==> config.mk <==
export PLATFORM = sky130hd
export DESIGN_NAME = ext_zone_ctrl
export DESIGN_NICKNAME = d
export VERILOG_FILES = /design/src/rtl/zone_pkg.sv /design/src/rtl/zone_decode.sv /design/src/rtl/zone_cfg.sv /design/src/rtl/rdy_sync.sv /design/src/rtl/acc_fsm.sv /design/src/rtl/ext_zone_ctrl.sv
export SDC_FILE = /design/constraint.sdc
export NUM_CORES = 1
export LEC_CHECK = 0
export ABC_AREA = 1
export BUFFER_PORTS_ARGS = -buffer_cell sky130_fd_sc_hd__buf_2
export CAP_MARGIN = 20
export CELL_PAD_IN_SITES_DETAIL_PLACEMENT = 1
export CELL_PAD_IN_SITES_GLOBAL_PLACEMENT = 1
export CORE_MARGIN = 2
export CORE_UTILIZATION = 39
export CTS_CLUSTER_SIZE = 8
export DETAILED_ROUTE_END_ITERATION = 10
export GPL_TIMING_DRIVEN = 0
export PLACE_DENSITY_LB_ADDON = 0.1
export SLEW_MARGIN = 20
export SYNTH_ARGS = -nofsm -noshare
export SYNTH_HDL_FRONTEND = slang
export SYNTH_SLANG_ARGS = --single-unit
==> constraint.sdc <==
create_clock -name clk -period 3.35 [get_ports clk]
set_input_delay 0.335 -clock clk [delete_from_list [all_inputs] [get_ports clk]]
set_output_delay 0.335 -clock clk [all_outputs]
set_load 0.03 [all_outputs]
==> src/rtl/zone_pkg.sv <==
`timescale 1ns/1ps
package zone_pkg;
  localparam int NUM_ZONES  = 5;
  localparam int NUM_CS     = 4;
  localparam int SLOT_W     = 3;
  localparam int REGION_W   = 4;
  localparam int BOOT_SLOT  = 4;
  localparam int SHARED_LO  = 3;
  // region code per slot, slot 0 in the low nibble
  localparam logic [NUM_ZONES*REGION_W-1:0] REGION_CODES = {4'hF, 4'hA, 4'h8, 4'h1, 4'h0};

  typedef enum logic [1:0] {ST_IDLE, ST_LEAD, ST_ACTIVE, ST_TRAIL} acc_state_t;

  function automatic int cs_of_slot(input logic [SLOT_W-1:0] s);
    return (int'(s) >= SHARED_LO) ? NUM_CS - 1 : int'(s);
  endfunction
endpackage

==> src/rtl/zone_decode.sv <==
`timescale 1ns/1ps
module zone_decode
  import zone_pkg::*;
(
  input  logic [REGION_W-1:0] region,
  input  logic                mode,
  output logic                zone_hit,
  output logic [SLOT_W-1:0]   slot,
  output logic                boot_hit
);
  logic [NUM_ZONES-1:0] match;

  for (genvar i = 0; i < NUM_ZONES; i++) begin : g_match
    if (i == BOOT_SLOT) begin : g_boot
      assign match[i] = (region == REGION_CODES[i*REGION_W +: REGION_W]) && mode;
    end else begin : g_plain
      assign match[i] = (region == REGION_CODES[i*REGION_W +: REGION_W]);
    end
  end

  always_comb begin
    zone_hit = |match;
    slot     = '0;
    for (int i = 0; i < NUM_ZONES; i++) begin
      if (match[i]) slot = SLOT_W'(i);
    end
    boot_hit = (region == REGION_CODES[BOOT_SLOT*REGION_W +: REGION_W]) && !mode;
  end
endmodule

==> src/rtl/zone_cfg.sv <==
`timescale 1ns/1ps
module zone_cfg
  import zone_pkg::*;
#(
  parameter int WAIT_W = 5
) (
  input  logic                        clk,
  input  logic                        rst,
  input  logic                        wr_en,
  input  logic [SLOT_W-1:0]           wr_slot,
  input  logic [WAIT_W-1:0]           wr_wait,
  input  logic                        wr_use_rdy,
  output logic [NUM_ZONES*WAIT_W-1:0] waits,
  output logic [NUM_ZONES-1:0]        use_rdy
);
  for (genvar i = 0; i < NUM_ZONES; i++) begin : g_slot
    always_ff @(posedge clk) begin
      if (rst) begin
        waits[i*WAIT_W +: WAIT_W] <= '1;
        use_rdy[i]                <= 1'b0;
      end else if (wr_en && (wr_slot == SLOT_W'(i))) begin
        waits[i*WAIT_W +: WAIT_W] <= wr_wait;
        use_rdy[i]                <= wr_use_rdy;
      end
    end
  end
endmodule

==> src/rtl/rdy_sync.sv <==
`timescale 1ns/1ps
module rdy_sync #(
  parameter int STAGES = 2
) (
  input  logic clk,
  input  logic rst,
  input  logic din,
  output logic dout
);
  logic [STAGES-1:0] chain;

  always_ff @(posedge clk) begin
    if (rst) chain <= '0;
    else     chain <= {chain[STAGES-2:0], din};
  end

  assign dout = chain[STAGES-1];
endmodule

==> src/rtl/acc_fsm.sv <==
`timescale 1ns/1ps
module acc_fsm
  import zone_pkg::*;
#(
  parameter int ADDR_W = 20,
  parameter int DATA_W = 16,
  parameter int WAIT_W = 5
) (
  input  logic              clk,
  input  logic              rst,
  input  logic              start,
  input  logic [SLOT_W-1:0] start_slot,
  input  logic [WAIT_W-1:0] start_wait,
  input  logic              start_use_rdy,
  input  logic              start_we,
  input  logic [ADDR_W-1:0] start_addr,
  input  logic [DATA_W-1:0] start_wdata,
  input  logic              rdy_s,
  input  logic [DATA_W-1:0] ext_rdata,
  output logic              busy,
  output logic [NUM_CS-1:0] cs_n,
  output logic              rd_n,
  output logic              wr_n,
  output logic [ADDR_W-1:0] ext_addr,
  output logic [DATA_W-1:0] ext_wdata,
  output logic              done,
  output logic [DATA_W-1:0] rdata
);
  acc_state_t        st, st_nx;
  logic [WAIT_W-1:0] cnt;
  logic [SLOT_W-1:0] slot_q, slot_nx;
  logic              use_q, we_q, leave_active;
  logic [NUM_CS-1:0] cs_nx;

  always_comb begin
    leave_active = (cnt == '0) && (!use_q || rdy_s);
    st_nx = st;
    unique case (st)
      ST_IDLE:   if (start) st_nx = ST_LEAD;
      ST_LEAD:   st_nx = ST_ACTIVE;
      ST_ACTIVE: if (leave_active) st_nx = ST_TRAIL;
      ST_TRAIL:  st_nx = ST_IDLE;
      default:   st_nx = ST_IDLE;
    endcase
    slot_nx = (st == ST_IDLE) ? start_slot : slot_q;
    for (int c = 0; c < NUM_CS; c++) begin
      cs_nx[c] = (st_nx != ST_IDLE) && (cs_of_slot(slot_nx) == c);
    end
  end

  assign busy = (st != ST_IDLE);

  always_ff @(posedge clk) begin
    if (rst) begin
      st        <= ST_IDLE;
      cnt       <= '0;
      slot_q    <= '0;
      use_q     <= 1'b0;
      we_q      <= 1'b0;
      cs_n      <= '1;
      rd_n      <= 1'b1;
      wr_n      <= 1'b1;
      ext_addr  <= '0;
      ext_wdata <= '0;
      done      <= 1'b0;
      rdata     <= '0;
    end else begin
      st   <= st_nx;
      done <= (st == ST_TRAIL);
      cs_n <= ~cs_nx;
      rd_n <= !((st_nx == ST_ACTIVE) && !we_q);
      wr_n <= !((st_nx == ST_ACTIVE) && we_q);
      if (st == ST_IDLE && start) begin
        cnt       <= start_wait;
        slot_q    <= start_slot;
        use_q     <= start_use_rdy;
        we_q      <= start_we;
        ext_addr  <= start_addr;
        ext_wdata <= start_wdata;
      end else if (st == ST_ACTIVE && cnt != '0) begin
        cnt <= cnt - 1'b1;
      end
      if (st == ST_ACTIVE && leave_active && !we_q) rdata <= ext_rdata;
    end
  end
endmodule

==> src/rtl/ext_zone_ctrl.sv <==
`timescale 1ns/1ps
module ext_zone_ctrl
  import zone_pkg::*;
#(
  parameter int ADDR_W      = 20,
  parameter int DATA_W      = 16,
  parameter int WAIT_W      = 5,
  parameter int SYNC_STAGES = 2
) (
  input  logic              clk,
  input  logic              rst,
  input  logic              mode_pin,
  input  logic              mode_we,
  input  logic              mode_wdata,
  output logic              mode_bit,
  input  logic              cfg_we,
  input  logic [2:0]        cfg_slot,
  input  logic [WAIT_W-1:0] cfg_wait,
  input  logic              cfg_use_rdy,
  input  logic              cpu_req,
  input  logic              cpu_we,
  input  logic [ADDR_W-1:0] cpu_addr,
  input  logic [DATA_W-1:0] cpu_wdata,
  output logic [DATA_W-1:0] cpu_rdata,
  output logic              cpu_done,
  output logic              boot_sel,
  output logic [3:0]        zcs_n,
  output logic [ADDR_W-1:0] ext_addr,
  output logic [DATA_W-1:0] ext_wdata,
  input  logic [DATA_W-1:0] ext_rdata,
  output logic              ext_rd_n,
  output logic              ext_wr_n,
  input  logic              ext_ready
);
  logic                        mode_q, boot_q, busy, start;
  logic                        zone_hit, boot_hit, rdy_s;
  logic [SLOT_W-1:0]           slot;
  logic [NUM_ZONES*WAIT_W-1:0] waits;
  logic [NUM_ZONES-1:0]        use_rdy;

  always_ff @(posedge clk) begin
    if (rst) begin
      mode_q <= mode_pin;
      boot_q <= 1'b0;
    end else begin
      if (mode_we) mode_q <= mode_wdata;
      boot_q <= cpu_req && boot_hit && !busy;
    end
  end

  assign mode_bit = mode_q;
  assign boot_sel = boot_q;
  assign start    = cpu_req && zone_hit && !busy;

  zone_decode i_dec (
    .region   (cpu_addr[ADDR_W-1 -: REGION_W]),
    .mode     (mode_q),
    .zone_hit (zone_hit),
    .slot     (slot),
    .boot_hit (boot_hit)
  );

  zone_cfg #(.WAIT_W(WAIT_W)) i_cfg (
    .clk        (clk),
    .rst        (rst),
    .wr_en      (cfg_we),
    .wr_slot    (cfg_slot),
    .wr_wait    (cfg_wait),
    .wr_use_rdy (cfg_use_rdy),
    .waits      (waits),
    .use_rdy    (use_rdy)
  );

  rdy_sync #(.STAGES(SYNC_STAGES)) i_sync (
    .clk  (clk),
    .rst  (rst),
    .din  (ext_ready),
    .dout (rdy_s)
  );

  acc_fsm #(.ADDR_W(ADDR_W), .DATA_W(DATA_W), .WAIT_W(WAIT_W)) i_fsm (
    .clk           (clk),
    .rst           (rst),
    .start         (start),
    .start_slot    (slot),
    .start_wait    (waits[slot*WAIT_W +: WAIT_W]),
    .start_use_rdy (use_rdy[slot]),
    .start_we      (cpu_we),
    .start_addr    (cpu_addr),
    .start_wdata   (cpu_wdata),
    .rdy_s         (rdy_s),
    .ext_rdata     (ext_rdata),
    .busy          (busy),
    .cs_n          (zcs_n),
    .rd_n          (ext_rd_n),
    .wr_n          (ext_wr_n),
    .ext_addr      (ext_addr),
    .ext_wdata     (ext_wdata),
    .done          (cpu_done),
    .rdata         (cpu_rdata)
  );
endmodule

==> flow_metrics.env <==
export IMPL_status="finished clean"
export IMPL_cts_buffers=9
export IMPL_drv_slew=0
export IMPL_synth_ff_type="dfxtp_1"
export IMPL_grt_max_degree=16
export IMPL_path_clk_slew_ps=90
export IMPL_synth_fp_nets=660
export IMPL_fin_crit_sh_pct=58.5
export IMPL_drc=0
export IMPL_die_width_um=110
export IMPL_fp_coreArea_sq_um=10900
export IMPL_vias_per_cell=4.99
export IMPL_p_leak_nw=2.56
export IMPL_gp_congestion=0.786
export IMPL_grt_pass1_vias=4390
export IMPL_synth_area_leaders="dfxtp_1, nand3_1, nand2_1"
export IMPL_yosysMostFrequentCell="nand2_1"
export IMPL_cts_resized=0
export IMPL_io_pins=131
export IMPL_post_drt_wl_per_cell_um=15.1
export IMPL_synthCells=584
export IMPL_ctsHoldBuffers=0
export IMPL_yosysTopAreaCellShare_pct=47.5
export IMPL_routed_wl_mm=13.1
export IMPL_drive_gt1_share_pct=22.4
export IMPL_path_class="flip-flop to flip-flop"
export IMPL_grt_remaining_overflow=0
export IMPL_port_buffers=129
export IMPL_rsz0062_at_grt="false"
export IMPL_skew_ps=6.31
export IMPL_final_net_count=800
export IMPL_drt_iter0_drc=148
export IMPL_path_max_fanout=10
export IMPL_min_period_ps=1960
export IMPL_max_freq_mhz=510
export IMPL_worstPathRequired_ps=3660
export IMPL_cts_sinks=105
export IMPL_setup_tns_ps=0
export IMPL_yosysWarnings=0
export IMPL_grt_usage_pct=22.0
export IMPL_synth_edff_count=1
export IMPL_areaGrowthSynthToFinish_pct=24.0
export IMPL_ys_top_cells_by_count="nand2_1, dfxtp_1, nand3_1, a21oi_1, inv_1"
export IMPL_critPathArrivalTime_ps=2270
export IMPL_cts_setup_buffers=0
export IMPL_die_h_um=110
export IMPL_cp_end_kind="flip-flop"
export IMPL_slew_headroom_pct=59.6
export IMPL_layout_cells_non_filler=867
export IMPL_cts_path_max_buffers=2
export IMPL_worst_pin_slew_ps=607
export IMPL_fill_cells=1437
export IMPL_fin_area_sq_um=5440
export IMPL_std_cell_rows=38
export IMPL_setup_worst_path_start_class="flip-flop"
export IMPL_maxCapViolations=0
export IMPL_placed_area_sq_um=5200
export IMPL_async_flop_share_pct=0
export IMPL_hold_violations=0
export IMPL_clk_latency_ps=370
export IMPL_die_area_sq_um=12100
export IMPL_grt_pass1_wl_mm=20.9
export IMPL_seq_area_frac_synth_pct=48.2
export IMPL_initial_core_util_pct=40.3
export IMPL_cts_root_buf="clkbuf_8"
export IMPL_postRouteAntennaNets=0
export IMPL_antenna_found_initial=0
export IMPL_min_path_type="input port to flip-flop"
export IMPL_finalSetupViolCount=0
export IMPL_power_density_nw_per_um2=658
export IMPL_yosysTopAreaCell="dfxtp_1"
export IMPL_num_antenna_cells=0
export IMPL_synth_seq_cells=105
export IMPL_fin_hold_ws_ps=175
export IMPL_cts_tree="yes"
export IMPL_ir_drop_mv=0.257
export IMPL_yosysUniqueCellTypes=25
export IMPL_htree_levels=3
export IMPL_vias=4323
export IMPL_first_pass_iters=4
export IMPL_syn_cell_area_sq_um=4380
export IMPL_syn_avg_cell_area_sq_um=7.51
export IMPL_hpwl_mm=9.82
export IMPL_placedCellCount=853
## layout make-up
cell class                 count  area, sq um  area share [%]
sequential                   105         2110            38.9
multi-input combinational    372         1810            33.3
timing repair buffer         129          646            11.9
inverter                      71          267            4.90
buffer                        36          193            3.55
tap                          140          175            3.22
clock buffer                  11          141            2.60
clock inverter                 3         90.1            1.66
## cell usage in the layout, fill, tap and decap left out, drive strengths merged, types with 2 or more instances in the layout
master  instances
bufinv          3
nor2           29
a21oi          75
dfxtp         104
clkbuf         36
nand3          90
o21ai          36
nand2         113
inv            69
clkinv          2
ha              6
buf           140
xor2            3
o211ai         15
## final timing paths
kind / start / to / slack (ps) / cells past startpoint
worst min-delay path: ext_ready / i_sync.chain[0]$_SDFF_PP0_ / 170 / 3
worst min register to register: i_sync.chain[0]$_SDFF_PP0_ / i_sync.chain[1]$_SDFF_PP0_ / 420 / 2
worst max register to register: i_fsm.st[0]$_SDFF_PP0_ / i_fsm.cnt[0]$_SDFFE_PP0P_ / 1390 / 9
worst max-delay path: i_fsm.st[0]$_SDFF_PP0_ / i_fsm.cnt[0]$_SDFFE_PP0P_ / 1390 / 9
## metrics by stage
stage	power, W	utilization, %	worst slack [ps]
floorplan	0.00232	-	1870
global placement	0.00261	47.8	1460
CTS	0.00360	49.9	1350
finish	0.00357	49.9	1390
global route	0.00379	49.9	1170
detailed placement	0.00267	47.8	1370
## power by group
group	internal, W	switching [W]	total [W]
Combinational	0.000353	0.000803	0.00116
Clock	0.000510	0.000428	0.000938
Sequential	0.00141	0.0000688	0.00148
Total	0.00227	0.00130	0.00357
## metal layers
layer / vias to the layer above / GRT usage (%) / share of wire [%]
li1: 2176 / - / -
met3: 16 / 3.23 / 4.0
met4: 0 / 6.69 / 1.3
met1: 2046 / 27.5 / 45
met5: - / 0 / 0
met2: 85 / 39.0 / 49
## state kept, by name (all words and copies together) (netlist names)
name	count
i_cfg.waits	25
i_fsm.ext_addr	20
i_fsm.ext_wdata	16
i_fsm.rdata	16
i_cfg.use_rdy	5
i_fsm.cnt	5
i_fsm.cs_n	4
i_fsm.slot_q	3
i_fsm.st	2
i_sync.chain	2
boot_sel	1
i_fsm.done	1
i_fsm.rd_n	1
i_fsm.use_q	1
i_fsm.we_q	1
i_fsm.wr_n	1
mode_bit	1
## worst max-delay path: stages, from the launching register on
cell and delay, ps:
dfxtp_1 340, inv_1 130, ha_1 320, nand2_1 130
clkinv_1 150, clkbuf_1 450, nand3_1 140, nand2_1 80
nand2_1 60, a21oi_1 110
## cell families after synthesis
| group | share of synthesized area, % |
|---|---|
| AOI/OAI and AO/OA | 15.4 |
| xor gates and xnor gates | 0.600 |
| adders and majority gates | 1.71 |
| buffers and inverters | 10.5 |
| DFF | 48.2 |
| and+or+nand+nor | 23.6 |
No activity file was read; power rests on OpenSTA's default activity.
